### config.mk
export PLATFORM = sky130hd
export DESIGN_NAME = host_regif
export DESIGN_NICKNAME = d
export VERILOG_FILES = /design/src/rtl/hrif_pkg.sv /design/src/rtl/hrif_sync.sv /design/src/rtl/hrif_decode.sv /design/src/rtl/hrif_axis.sv /design/src/rtl/host_regif.sv
export SDC_FILE = /design/constraint.sdc
export NUM_CORES = 1
export LEC_CHECK = 0
export ABC_AREA = 1
export BUFFER_PORTS_ARGS = -buffer_cell sky130_fd_sc_hd__buf_2
export CAP_MARGIN = 20
export CORE_MARGIN = 3
export CORE_UTILIZATION = 25
export DETAILED_ROUTE_END_ITERATION = 16
export HOLD_SLACK_MARGIN = 0.06
export PLACE_DENSITY = 0.55
export SLEW_MARGIN = 40
export SYNTH_ARGS = -nofsm -noshare
export SYNTH_HDL_FRONTEND = slang
export SYNTH_SLANG_ARGS = --single-unit
export TNS_END_PERCENT = 1
### constraint.sdc
create_clock -name clk -period 3.3 [get_ports clk]
set_input_delay 0.165 -clock clk [delete_from_list [all_inputs] [get_ports clk]]
set_output_delay 0.165 -clock clk [all_outputs]
set_load 0.01 [all_outputs]
### src/rtl/hrif_pkg.sv
package hrif_pkg;
  localparam int NAX = 2;

  typedef enum logic [1:0] {
    SEL_CMD  = 2'b00,
    SEL_MODE = 2'b01,
    SEL_IOC  = 2'b10,
    SEL_IDX  = 2'b11
  } ctl_sel_e;

  typedef struct packed {
    logic rst_cnt;
    logic rst_flg;
    logic rst_err;
    logic ld_cnt;
    logic ld_ol;
    logic ld_psc;
  } cmd_strb_t;
endpackage

### src/rtl/hrif_sync.sv
module hrif_sync #(
  parameter int BUS_W = 8
) (
  input  logic             clk,
  input  logic             rst_n,
  input  logic             cs_n,
  input  logic             rd_n,
  input  logic             wr_n,
  input  logic             cd,
  input  logic             axis,
  input  logic [BUS_W-1:0] din,
  output logic             wr_done,
  output logic             rd_done,
  output logic             cd_q,
  output logic             axis_q,
  output logic [BUS_W-1:0] din_q
);
  localparam int PW = BUS_W + 5;
  localparam logic [PW-1:0] IDLE = {3'b111, {(BUS_W+2){1'b0}}};

  logic [PW-1:0] s1, s2, s3;

  // Two stages move the pins into this clock domain; a third stage holds
  // the bus as it was just before the strobe rose.
  always_ff @(posedge clk or negedge rst_n) begin
    if (!rst_n) begin
      s1 <= IDLE;
      s2 <= IDLE;
      s3 <= IDLE;
    end else begin
      s1 <= {cs_n, rd_n, wr_n, cd, axis, din};
      s2 <= s1;
      s3 <= s2;
    end
  end

  always_comb begin
    wr_done = s2[PW-3] && !s3[PW-3] && !s3[PW-1];
    rd_done = s2[PW-2] && !s3[PW-2] && !s3[PW-1];
    cd_q    = s3[BUS_W+1];
    axis_q  = s3[BUS_W];
    din_q   = s3[BUS_W-1:0];
  end

  a_r12_wr_pulse_single: assert property (@(posedge clk) disable iff (!rst_n)
    wr_done |=> !wr_done);
  a_r12_rd_pulse_single: assert property (@(posedge clk) disable iff (!rst_n)
    rd_done |=> !rd_done);
endmodule

### src/rtl/hrif_decode.sv
module hrif_decode
  import hrif_pkg::*;
#(
  parameter int BUS_W = 8
) (
  input  logic                 clk,
  input  logic                 rst_n,
  input  logic                 wr_done,
  input  logic                 cd,
  input  logic                 axis,
  input  logic [BUS_W-1:0]     din,
  output logic [NAX-1:0]       pr_we,
  output logic [NAX-1:0]       mode_we,
  output logic [NAX-1:0]       ioc_we,
  output logic [NAX-1:0]       idx_we,
  output logic [NAX-1:0]       bp_clr,
  output cmd_strb_t [NAX-1:0]  cmd_q
);
  logic [NAX-1:0] one_axis, ctl_tgt;
  ctl_sel_e       sel;
  logic           ctl_wr, cmd_wr;
  cmd_strb_t      cmd_next;

  always_comb begin
    one_axis = NAX'(1) << axis;
    ctl_tgt  = din[7] ? {NAX{1'b1}} : one_axis;   // bit 7 broadcasts
    sel      = ctl_sel_e'(din[6:5]);
    ctl_wr   = wr_done && cd;
    cmd_wr   = ctl_wr && (sel == SEL_CMD);
    pr_we    = (wr_done && !cd) ? one_axis : '0;
    mode_we  = (ctl_wr && sel == SEL_MODE) ? ctl_tgt : '0;
    ioc_we   = (ctl_wr && sel == SEL_IOC)  ? ctl_tgt : '0;
    idx_we   = (ctl_wr && sel == SEL_IDX)  ? ctl_tgt : '0;
    bp_clr   = (cmd_wr && din[0]) ? ctl_tgt : '0;
    cmd_next.rst_cnt = (din[2:1] == 2'b01);
    cmd_next.rst_flg = (din[2:1] == 2'b10);
    cmd_next.rst_err = (din[2:1] == 2'b11);
    cmd_next.ld_cnt  = (din[4:3] == 2'b01);
    cmd_next.ld_ol   = (din[4:3] == 2'b10);
    cmd_next.ld_psc  = (din[4:3] == 2'b11);
  end

  for (genvar a = 0; a < NAX; a++) begin : g_cmd
    always_ff @(posedge clk or negedge rst_n) begin
      if (!rst_n) cmd_q[a] <= '0;
      else        cmd_q[a] <= (cmd_wr && ctl_tgt[a]) ? cmd_next : '0;
    end

    a_r12_strobe_one_cycle: assert property (@(posedge clk) disable iff (!rst_n)
      (|cmd_q[a]) |=> !(|cmd_q[a]));
    a_r4_strobe_from_write: assert property (@(posedge clk) disable iff (!rst_n)
      (|cmd_q[a]) |-> $past(wr_done && cd));
    a_r4_reset_kinds_exclusive: assert property (@(posedge clk) disable iff (!rst_n)
      $onehot0({cmd_q[a].rst_cnt, cmd_q[a].rst_flg, cmd_q[a].rst_err}));
    a_r5_load_kinds_exclusive: assert property (@(posedge clk) disable iff (!rst_n)
      $onehot0({cmd_q[a].ld_cnt, cmd_q[a].ld_ol, cmd_q[a].ld_psc}));
  end
endmodule

### src/rtl/hrif_axis.sv
module hrif_axis #(
  parameter int CNT_W = 24,
  parameter int CFG_W = 5,
  parameter int BUS_W = 8
) (
  input  logic             clk,
  input  logic             rst_n,
  input  logic             pr_we,
  input  logic             mode_we,
  input  logic             ioc_we,
  input  logic             idx_we,
  input  logic             bp_clr,
  input  logic             rd_adv,
  input  logic [BUS_W-1:0] wdata,
  output logic [CNT_W-1:0] preset_q,
  output logic [CFG_W-1:0] mode_q,
  output logic [CFG_W-1:0] ioc_q,
  output logic [CFG_W-1:0] idx_q,
  output logic [(CNT_W/BUS_W > 1 ? $clog2(CNT_W/BUS_W) : 1)-1:0] bp_q
);
  localparam int NBYTE = CNT_W / BUS_W;
  localparam int BP_W  = NBYTE > 1 ? $clog2(NBYTE) : 1;

  logic [BP_W-1:0] bp_next;

  always_comb begin
    bp_next = (bp_q == BP_W'(NBYTE - 1)) ? '0 : bp_q + BP_W'(1);
  end

  always_ff @(posedge clk or negedge rst_n) begin
    if (!rst_n) begin
      preset_q <= '0;
      mode_q   <= '0;
      ioc_q    <= '0;
      idx_q    <= '0;
      bp_q     <= '0;
    end else begin
      if (pr_we)   preset_q[bp_q*BUS_W +: BUS_W] <= wdata;
      if (mode_we) mode_q <= wdata[CFG_W-1:0];
      if (ioc_we)  ioc_q  <= wdata[CFG_W-1:0];
      if (idx_we)  idx_q  <= wdata[CFG_W-1:0];
      if (bp_clr)               bp_q <= '0;
      else if (pr_we || rd_adv) bp_q <= bp_next;
    end
  end

  a_r7_bp_step: assert property (@(posedge clk) disable iff (!rst_n)
    (bp_q != $past(bp_q)) |-> (bp_q == '0 || bp_q == $past(bp_q) + BP_W'(1)));
  a_r7_preset_hold: assert property (@(posedge clk) disable iff (!rst_n)
    !$stable(preset_q) |-> $past(pr_we));
  a_r2_mode_hold: assert property (@(posedge clk) disable iff (!rst_n)
    !$stable(mode_q) |-> $past(mode_we));
  a_r2_cfg_hold: assert property (@(posedge clk) disable iff (!rst_n)
    !$stable({ioc_q, idx_q}) |-> $past(ioc_we || idx_we));
endmodule

### src/rtl/host_regif.sv
module host_regif
  import hrif_pkg::*;
#(
  parameter int CNT_W = 24,
  parameter int CFG_W = 5
) (
  input  logic                         clk,
  input  logic                         rst_n,
  input  logic                         cs_n,
  input  logic                         rd_n,
  input  logic                         wr_n,
  input  logic                         cd_i,
  input  logic                         axis_i,
  input  logic [7:0]                   din,
  output logic [7:0]                   dout,
  output logic                         dout_oe,
  input  logic [NAX-1:0][7:0]          stat_i,
  input  logic [NAX-1:0][CNT_W-1:0]    ol_i,
  output logic [NAX-1:0][CNT_W-1:0]    preset_o,
  output logic [NAX-1:0][CFG_W-1:0]    mode_o,
  output logic [NAX-1:0][CFG_W-1:0]    ioc_o,
  output logic [NAX-1:0][CFG_W-1:0]    idx_o,
  output logic [NAX-1:0]               rst_cnt_o,
  output logic [NAX-1:0]               rst_flg_o,
  output logic [NAX-1:0]               rst_err_o,
  output logic [NAX-1:0]               ld_cnt_o,
  output logic [NAX-1:0]               ld_ol_o,
  output logic [NAX-1:0]               ld_psc_o
);
  localparam int BUS_W = 8;
  localparam int NBYTE = CNT_W / BUS_W;
  localparam int BP_W  = NBYTE > 1 ? $clog2(NBYTE) : 1;

  logic             wr_done, rd_done, cd_q, axis_q;
  logic [BUS_W-1:0] din_q;
  logic [NAX-1:0]   pr_we, mode_we, ioc_we, idx_we, bp_clr;
  cmd_strb_t [NAX-1:0]       cmd_q;
  logic [NAX-1:0][BP_W-1:0]  bp_w;

  hrif_sync #(.BUS_W(BUS_W)) u_sync (
    .clk(clk), .rst_n(rst_n), .cs_n(cs_n), .rd_n(rd_n), .wr_n(wr_n),
    .cd(cd_i), .axis(axis_i), .din(din),
    .wr_done(wr_done), .rd_done(rd_done), .cd_q(cd_q), .axis_q(axis_q),
    .din_q(din_q)
  );

  hrif_decode #(.BUS_W(BUS_W)) u_dec (
    .clk(clk), .rst_n(rst_n), .wr_done(wr_done), .cd(cd_q), .axis(axis_q),
    .din(din_q), .pr_we(pr_we), .mode_we(mode_we), .ioc_we(ioc_we),
    .idx_we(idx_we), .bp_clr(bp_clr), .cmd_q(cmd_q)
  );

  for (genvar a = 0; a < NAX; a++) begin : g_axis
    logic rd_adv;
    assign rd_adv = rd_done && !cd_q && (axis_q == a[0]);

    hrif_axis #(.CNT_W(CNT_W), .CFG_W(CFG_W), .BUS_W(BUS_W)) u_axis (
      .clk(clk), .rst_n(rst_n), .pr_we(pr_we[a]), .mode_we(mode_we[a]),
      .ioc_we(ioc_we[a]), .idx_we(idx_we[a]), .bp_clr(bp_clr[a]),
      .rd_adv(rd_adv), .wdata(din_q), .preset_q(preset_o[a]),
      .mode_q(mode_o[a]), .ioc_q(ioc_o[a]), .idx_q(idx_o[a]), .bp_q(bp_w[a])
    );

    assign rst_cnt_o[a] = cmd_q[a].rst_cnt;
    assign rst_flg_o[a] = cmd_q[a].rst_flg;
    assign rst_err_o[a] = cmd_q[a].rst_err;
    assign ld_cnt_o[a]  = cmd_q[a].ld_cnt;
    assign ld_ol_o[a]   = cmd_q[a].ld_ol;
    assign ld_psc_o[a]  = cmd_q[a].ld_psc;
  end

  // Read path is combinational from the pins: no clock delay on the data.
  logic [BUS_W-1:0] rd_byte;
  always_comb begin
    if (cd_i) rd_byte = stat_i[axis_i];
    else      rd_byte = ol_i[axis_i][bp_w[axis_i]*BUS_W +: BUS_W];
    dout_oe = !cs_n && !rd_n;
    dout    = dout_oe ? rd_byte : '0;
  end

  a_r11_no_write_when_deselected: assert property (@(posedge clk) disable iff (!rst_n)
    cs_n && $past(cs_n) && $past(cs_n, 2) && $past(cs_n, 3) |-> !wr_done && !rd_done);
endmodule

# Yosys cells after proc, flatten, opt, wreduce, memory -nomap -nowiden

Cells that the tools add are included.

Bitwise operators: 1
Order comparisons: 1
Reduce and logical (&&, ||, !) cells: 28
Multiplexer cells: 24
$add $sub $neg: 4
Shift operators: 6
Eq/ne operators: 11

Operators with widths:

| kind                                                                          | count |
|---|---|
| 5-bit negator with 34-bit output                                              | 2 |
| 8-bit by 34-bit variable shift with 24-bit output (first input constant)      | 2 |
| 8-bit by 34-bit variable part select with 24-bit output                       | 2 |
| 24-bit bitwise mux                                                            | 2 |
| 24-bit two-way mux                                                            | 2 |
| 8-bit two-way mux                                                             | 4 |
| 2-bit two-way mux                                                             | 14 |
| 24-bit by 6-bit variable part select with 8-bit output                        | 1 |
| 1-bit logical AND                                                             | 17 |
| 2-bit == test (second input constant)                                         | 8 |
| 6-bit two-way mux                                                             | 2 |
| 2-bit by 1-bit == test with 1-bit output (second input constant)              | 3 |
| 1-bit logical NOT                                                             | 6 |
| 2-bit by 1-bit adder with 2-bit output (second input constant)                | 2 |
| 2-bit nonzero test                                                            | 2 |
| 2-bit logical NOT                                                             | 1 |
| 1-bit logical OR                                                              | 2 |
| 1-bit by 2-bit less-than comparator with 1-bit output (second input constant) | 1 |
| 1-bit by 1-bit left shift with 2-bit output (first input constant)            | 1 |
| 1-bit inverter                                                                | 1 |

Input bits: 79
Register bits: 133
Output and inout port bits: 99

# Depth between registers and ports, before layout

Gate-level depths: netlist (run 1).

Depth after elaboration: 8
Mapped depth: 11

# By module

A second synthesis (run 1) with hierarchy kept.

Cell total of the unflattened synthesis: 714
Area total of the unflattened synthesis: 5954.5 µm²

Modules (own cells, without submodules):

| module                        | area an instance (µm²) | times used | seq. area each (µm²) | cells each |
|---|---|---|---|---|
| hrif_axis at g_axis[0].u_axis | 1806.7                 | 1          | 1026.0               | 212 |
| hrif_axis at g_axis[1].u_axis | 1724.2                 | 1          | 1026.0               | 202 |
| hrif_sync                     | 1069.8                 | 1          | 987.2                | 53 |
| host_regif                    | 824.5                  | 1          | 0.0                  | 187 |
| hrif_decode                   | 529.3                  | 1          | 300.3                | 60 |

# Least setup slack after synthesis (run 1)

Ideal clock, no wire load.

Path type: reg-to-reg
Start: register g_axis[0].u_axis.bp_q[0] in the netlist's numbering
End: register g_axis[0].u_axis.preset_q[0]
Arrival time: 1578 ps
Required time: 3223 ps
Path buffers: 1
Period minus slack after synthesis: 1655 ps
Path slack: 1645 ps
Setup time: 77 ps
Stages on the path, launching flop included: 7
Cells stage by stage: dfrtp_1 inv_1 ha_1 clkbuf_1 nor3b_2 nand2_1 a21oi_1

Longest elaborated chain between the ends: 3
Elaborated cells between the ends (all ways): 4
Classes of those cells: 1 x add/sub; 2 x shift; 1 x mux

RTL lines:

| item                                                                                                                                | RTL line        | text |
|---|---|---|
| start, declared                                                                                                                     | hrif_axis.sv:19 | `output logic [(CNT_W/BUS_W > 1 ? $clog2(CNT_W/BUS_W) : 1)-1:0] bp_q` |
| start signal, assigned                                                                                                              | hrif_axis.sv:43 | `else if (pr_we \|\| rd_adv) bp_q <= bp_next;` |
| 5-bit negator with 34-bit output (*)                                                                                                | hrif_axis.sv:38 | `if (pr_we) preset_q[bp_q*BUS_W +: BUS_W] <= wdata;` |
| 8-bit by 34-bit variable part select with 24-bit output / 8-bit by 34-bit variable shift with 24-bit output (equally long branches) | hrif_axis.sv:38 |  |
| 24-bit bitwise mux (*)                                                                                                              | hrif_axis.sv:38 |  |
| end signal, assigned by index                                                                                                       | hrif_axis.sv:38 |  |
| end, declared                                                                                                                       | hrif_axis.sv:15 | `output logic [CNT_W-1:0] preset_q,` |

Every way passes the cells marked *; elsewhere a longest branch is shown, timed or not.
A chain may end at the register's enable or synchronous reset.

# Worst setup path after layout (run 1)

Start: input port axis_i
End: output port dout[0]

Longest elaborated chain between the ends: 5
Elaborated cells between the ends (all ways): 9
Classes of those cells: 1 x shift; 8 x mux

RTL lines:

| item                                                                                              | RTL line         | text |
|---|---|---|
| start, declared                                                                                   | host_regif.sv:13 | `input logic axis_i,` |
| 24-bit two-way mux (not written as such) / 2-bit two-way mux (equally long branches) (2 in a row) | host_regif.sv:76 | `else rd_byte = ol_i[axis_i][bp_w[axis_i]*BUS_W +: BUS_W];` |
| 24-bit by 6-bit variable part select with 8-bit output                                            | host_regif.sv:76 |  |
| 8-bit two-way mux (*)                                                                             | host_regif.sv:75 | `if (cd_i) rd_byte = stat_i[axis_i];` |
| 8-bit two-way mux (*)                                                                             | host_regif.sv:78 | `dout = dout_oe ? rd_byte : '0;` |
| end, declared                                                                                     | host_regif.sv:15 | `output logic [7:0] dout,` |

Every way passes the cells marked *; elsewhere a longest branch is shown, timed or not. The select of a mux whose other input is x is not followed.

==> results of run 1 <==
-- stage by stage --
stage / std cells / util, % / area, µm²
6_report: 1117 / 34.3 / 7620
5_1_grt: 1117 / 34.3 / 7620
4_1_cts: 1117 / 34.3 / 7620
3_5_place_dp: 1071 / 31.0 / 6900
3_3_place_gp: 1071 / 31.0 / 6900
2_1_floorplan: 630 / - / 5750
-- synth_stat cells, types with 3 or more instances --
master / count
buf_4: 3
nand2_4: 3
inv_1: 23
ha_1: 9
a21oi_1: 27
nand2_1: 221
dfstp_2: 9
clkbuf_1: 7
dfrtp_1: 124
nor2_1: 47
nand3_2: 6
o21ai_0: 70
nor2_4: 7
inv_2: 3
nor3_1: 12
nand3_1: 18
nand4_1: 18
buf_2: 6
-- cells by family after synthesis --
logic type,share of synthesized area (%)
flops,58.1
fa+ha+maj,1.96
simple gates,27.2
buf+inv,3.83
compound gates,8.91
-- worst register-to-register path, cell delays in order (launching register included) --
cell,delay [ns]
dfrtp_1,0.47
inv_1,0.16
ha_1,0.53
nor3b_2,0.52
nand2_1,0.11
a21oi_1,0.16
-- worst paths after layout --
check / start / endpoint / slack, ns
max: axis_i / dout[0] / 0.96
min: u_sync.s1[4] / u_sync.s2[4] / 0.34
max reg2reg: g_axis[0].u_axis.bp_q[0] / g_axis[0].u_axis.preset_q[0] / 1.29
min reg2reg: u_sync.s1[4] / u_sync.s2[4] / 0.34
max in group asynchronous: rst_n / u_sync.s2[11] / 2.05
min in group asynchronous: rst_n / g_axis[0].u_axis.idx_q[4] / 0.37
-- area by class of cell --
class / count / area [µm²]
fillers: 2308 / 14600
flip-flops and latches: 133 / 3340
multi-input cells: 450 / 2190
repair buffers: 194 / 1060
clock buffers: 23 / 478
well taps: 280 / 350
inverters: 28 / 108
clock inverters: 9 / 101
-- state kept, by name, summed over array words and instances, names as in the netlist --
name and count:
g_axis.u_axis.preset_q 48, u_sync.s1 13, u_sync.s2 13, u_sync.s3 13, u_dec.cmd_q 12, g_axis.u_axis.idx_q 10, g_axis.u_axis.ioc_q 10, g_axis.u_axis.mode_q 10
g_axis.u_axis.bp_q 4
-- power by group --
part | switching (µW) | total (µW) | internal (µW)
logic | 672 | 1040 | 370
clock network | 686 | 1850 | 1170
registers | 147 | 2000 | 1860
-- timing repair --
item / in CTS / in global routing
hold buffers: 14 / 0
setup endpoints to repair: 0 / 0
buffers inserted: 0 / 0
endpoints found under the hold margin: 92 / 0
-- per-layer routing --
| metal | routed length (µm) | global-route usage, % |
|---|---|---|
| met5 | 0 | 0 |
| met4 | 87 | 2.48 |
| met3 | 970 | 4.24 |
| met2 | 7860 | 21.0 |
| met1 | 7890 | 18.4 |
==> impl_metrics.ini, run 1 <==
[layout]
syn2layout_area_growth_pct = 32.6
nets = 912
diodes = 0
layout_commonest_cell = nand2_1
mostFrequentLayoutCells = nand2_1, buf_2, dfrtp_1
drive_gt1_share_pct = 29.7

[setup_path]
start_kind = primary input
cp_num_buf_inv = 4
ff2ff_path_depth = 5
cp.required_ns = 3.13
worstSetupPathType = primary input to primary output
cp-end-kind = primary output
cpMostUsedCell = nand2_1
arrival_ns = 2.18
slowest_stage = dlygate4sd3_1
path_cells = dlygate4sd3_1 -> buf_2 -> inv_4 -> nand2_1 -> nand2_1 -> nand2_1 -> nand2_1 -> nand2_1 -> nand2_1 -> nand2_1 -> a21oi_1 -> buf_2
max_stage_delay_ns = 0.55
path_depth = 12
cp_max_fo = 34
critPathTopFamily = buffers and inverters

[yosys]
ys_seq_area_share_pct = 58.1
syn-num-nets = 718
synth.distinct_cells = 31
yosys_register_bits = 133
synth.area.top_cells = dfrtp_1, nand2_1, o21ai_0
synth_area_um2 = 5750
synth_flop_cell = dfrtp_1
yosysTopAreaCellShare_pct = 54.0
synth-edff-count = 0
synthArstFlopShare_pct = 100
yosys_warnings = 0
yosysTopAreaCell = dfrtp_1
synth_cells = 630
avgSynthCellArea_um2 = 9.12

[floorplanning]
rows = 54
io-pin-count = 178
start_util_pct = 25.9
die_x_um = 158
core-area_um2 = 22200
dieArea_um2 = 24800
die_h_um = 158

[job]
maxCapViolCount = 0

[timing]
fmax_ghz = 0.427
min_period_ns = 2.34
worstMarginPinSlew_ns = 0.686
hold_ws_ns = 0.343
fin_crit_sh_pct = 71.0
hold_viol_final = 0
skew_ns = 0.00956
rsz0062_at_grt = no
setup_tns_ns = 0
setup_ws_ns = 0.956
relSlewSlack_pct = 54.2
maxSlewViolCount = 0
setup_viol = 0

[clock_tree]
clkLatencyLatePin_ns = 0.42
numCtsBuffers = 17
cts_sinks = 133
clockBufferDepth = 2
cts_tree = done
cts_resized = 0
path_clk_slew_ns = 0.06
cts_root_buf = clkbuf_16
htreeDepth = 4

[min_path]
hold_class = flip-flop to flip-flop
holdPathStages = 0

[route]
ant_nets = 0
post_drt_wl_per_cell_um = 15.0
drtPass1Iterations = 5
drt_iter0_drc = 350
wirelength_um = 16800
vias_per_cell = 4.38
num_vias = 4897
drc = 0

[grt]
antenna_found_initial = 0
grt_pass1_wl_um = 25800
grt_usage_pct = 13.4
grt_pass1_vias = 4638
grt_max_degree = 86
overflow = 0

[power]
peakVddDrop_uv = 305
p_per_area_nw_per_um2 = 642
p_total_uw = 4900
leakagePower_uw = 0.00410

[placement]
gp_congestion = 0.793
hpwl_um = 12000
dp_slack_ns = 1.30
port_buffers = 177

[run_status]
status = completed
No activity file was read; power rests on OpenSTA's default activity.
==> run 2: changes to the inputs <==
PLACE_DENSITY = 0.56   (was 0.55)
clock period = 2.1 ns   (was 3.3 ns; I/O delays follow)
==> impl_metrics.ini, run 2 (synthesized netlist as in run 1, its figures left out) <==
[grt]
grt_pass1_vias = 4620
overflow = 0
antenna_found_initial = 0
grt_pass1_wl_um = 25600
grt_usage_pct = 13.3
grt_max_degree = 49

[floorplanning]
io-pin-count = 178
rows = 54
dieArea_um2 = 24800
start_util_pct = 25.9
die_x_um = 158
die_h_um = 158
core-area_um2 = 22200

[route]
drtPass1Iterations = 5
drc = 0
num_vias = 4910
post_drt_wl_per_cell_um = 14.9
wirelength_um = 16800
drt_iter0_drc = 258
ant_nets = 0
vias_per_cell = 4.36

[timing]
fmax_ghz = 0.513
worstMarginPinSlew_ns = 0.511
setup_viol = 0
maxSlewViolCount = 0
min_period_ns = 1.95
setup_ws_ns = 0.152
relSlewSlack_pct = 65.8
hold_viol_final = 0
skew_ns = 0.00882
fin_crit_sh_pct = 92.7

[placement]
place_area_um2 = 6990
port_buffers = 177
dp_slack_ns = 0.322
hpwl_um = 12300
gp_congestion = 0.801

[min_path]
hold_class = primary input to async pin

[setup_path]
slowest_stage = dfrtp_2
arrival_ns = 1.84
path_cells = inv_2 -> nand2_1 -> nand2_4 -> nand2_1 -> nand2_1 -> nand2_1 -> nand2_1 -> nand2_1 -> a21oi_2 -> buf_2
cp-end-kind = primary output
critPathTopFamily = simple AND/OR/NAND/NOR gates
start_kind = flip-flop
cpMostUsedCell = nand2_1
worstSetupPathType = flip-flop to primary output
cp_num_buf_inv = 2
cp.required_ns = 2.00
max_stage_delay_ns = 0.46
cp_max_fo = 8

[clock_tree]
path_clk_slew_ns = 0.06
cts_tree = done
cts_root_buf = clkbuf_16
numCtsBuffers = 17
clockBufferDepth = 2
clkLatencyLatePin_ns = 0.42
htreeDepth = 4
cts_setup_buffers = 0
cts_sinks = 133

[layout]
layout_commonest_cell = nand2_1
final_core_util_pct = 34.6
mostFrequentLayoutCells = nand2_1, buf_2, dfrtp_1
syn2layout_area_growth_pct = 33.9
fin_area_um2 = 7700
drive_gt1_share_pct = 31.4
registers.top_by_ff_count = g_axis.u_axis.preset_q
nets = 922
diodes = 0
largest_reg_flops = 48

[power]
peakVddDrop_uv = 515
p_per_area_nw_per_um2 = 984
leakagePower_uw = 0.00412

[run_status]
status = completed

[job]
maxCapViolCount = 0
-- run 2: timing repair --
action,CTS,global route
hold buffers,14,0
endpoints found under the hold margin,110,0
endpoints found under the setup margin,8,8
pin swaps,0,1
resized for setup,2,6
gates cloned,0,0
-- run 2: stage by stage --
step	setup TNS, ns	total power [µW]	hold slack, ns	instances
finish	0	7570	0.194	1127
global route	-0.00146	8020	0.219	1127
CTS	0	7670	0.187	1127
detailed placement	0	4870	0.0766	1081
global placement	0	4850	0.0787	1081
floorplan	0	4120	-0.191	630
-- run 2: worst register-to-register path, stage by stage (launching register included) --
cell	delay, ns
dfrtp_1	0.47
inv_1	0.14
ha_1	0.32
nor3b_2	0.46
nand2_1	0.11
a21oi_1	0.16
-- run 2: path summary, 6_finish.rpt --
check	depth (start not counted)	slack, ns	end	from
worst max register to register	5	0.35	g_axis[0].u_axis.preset_q[1]	g_axis[0].u_axis.bp_q[1]
worst min-delay path	2	0.19	u_sync.s1[6]	rst_n
max in group asynchronous	3	1.23	u_sync.s1[10]	rst_n
worst min register to register	0	0.34	u_sync.s2[4]	u_sync.s1[4]
worst max-delay path	10	0.15	dout[0]	g_axis[0].u_axis.bp_q[0]
min in group clk	2	0.32	u_sync.s1[6]	din[6]
-- run 2: layout make-up --
| class | instances | area (µm²) |
|---|---|---|
| fillers | 2332 | 14500 |
| flip-flops and latches | 133 | 3340 |
| multi-input cells | 450 | 2210 |
| repair buffers | 204 | 1140 |
| clock buffers | 21 | 472 |
| well taps | 280 | 350 |
| inverters | 28 | 108 |
| clock inverters | 11 | 77.6 |
-- run 2: metal layers --
metal / share of wire (%) / vias up / wire length [µm] / track usage (%)
li1: - / 2469 / - / -
met1: 48 / 2307 / 7990 / 18.8
met2: 47 / 116 / 7840 / 20.2
met3: 4.2 / 18 / 711 / 3.17
met4: 1.4 / 0 / 236 / 4.26
met5: 0 / - / 0 / 0
-- run 2: where the power goes --
| part | internal (µW) | leakage [µW] | switching (µW) |
|---|---|---|---|
| clock network | 1610 | 0.000264 | 1120 |
| logic | 612 | 0.00217 | 1070 |
| registers | 2920 | 0.00169 | 238 |
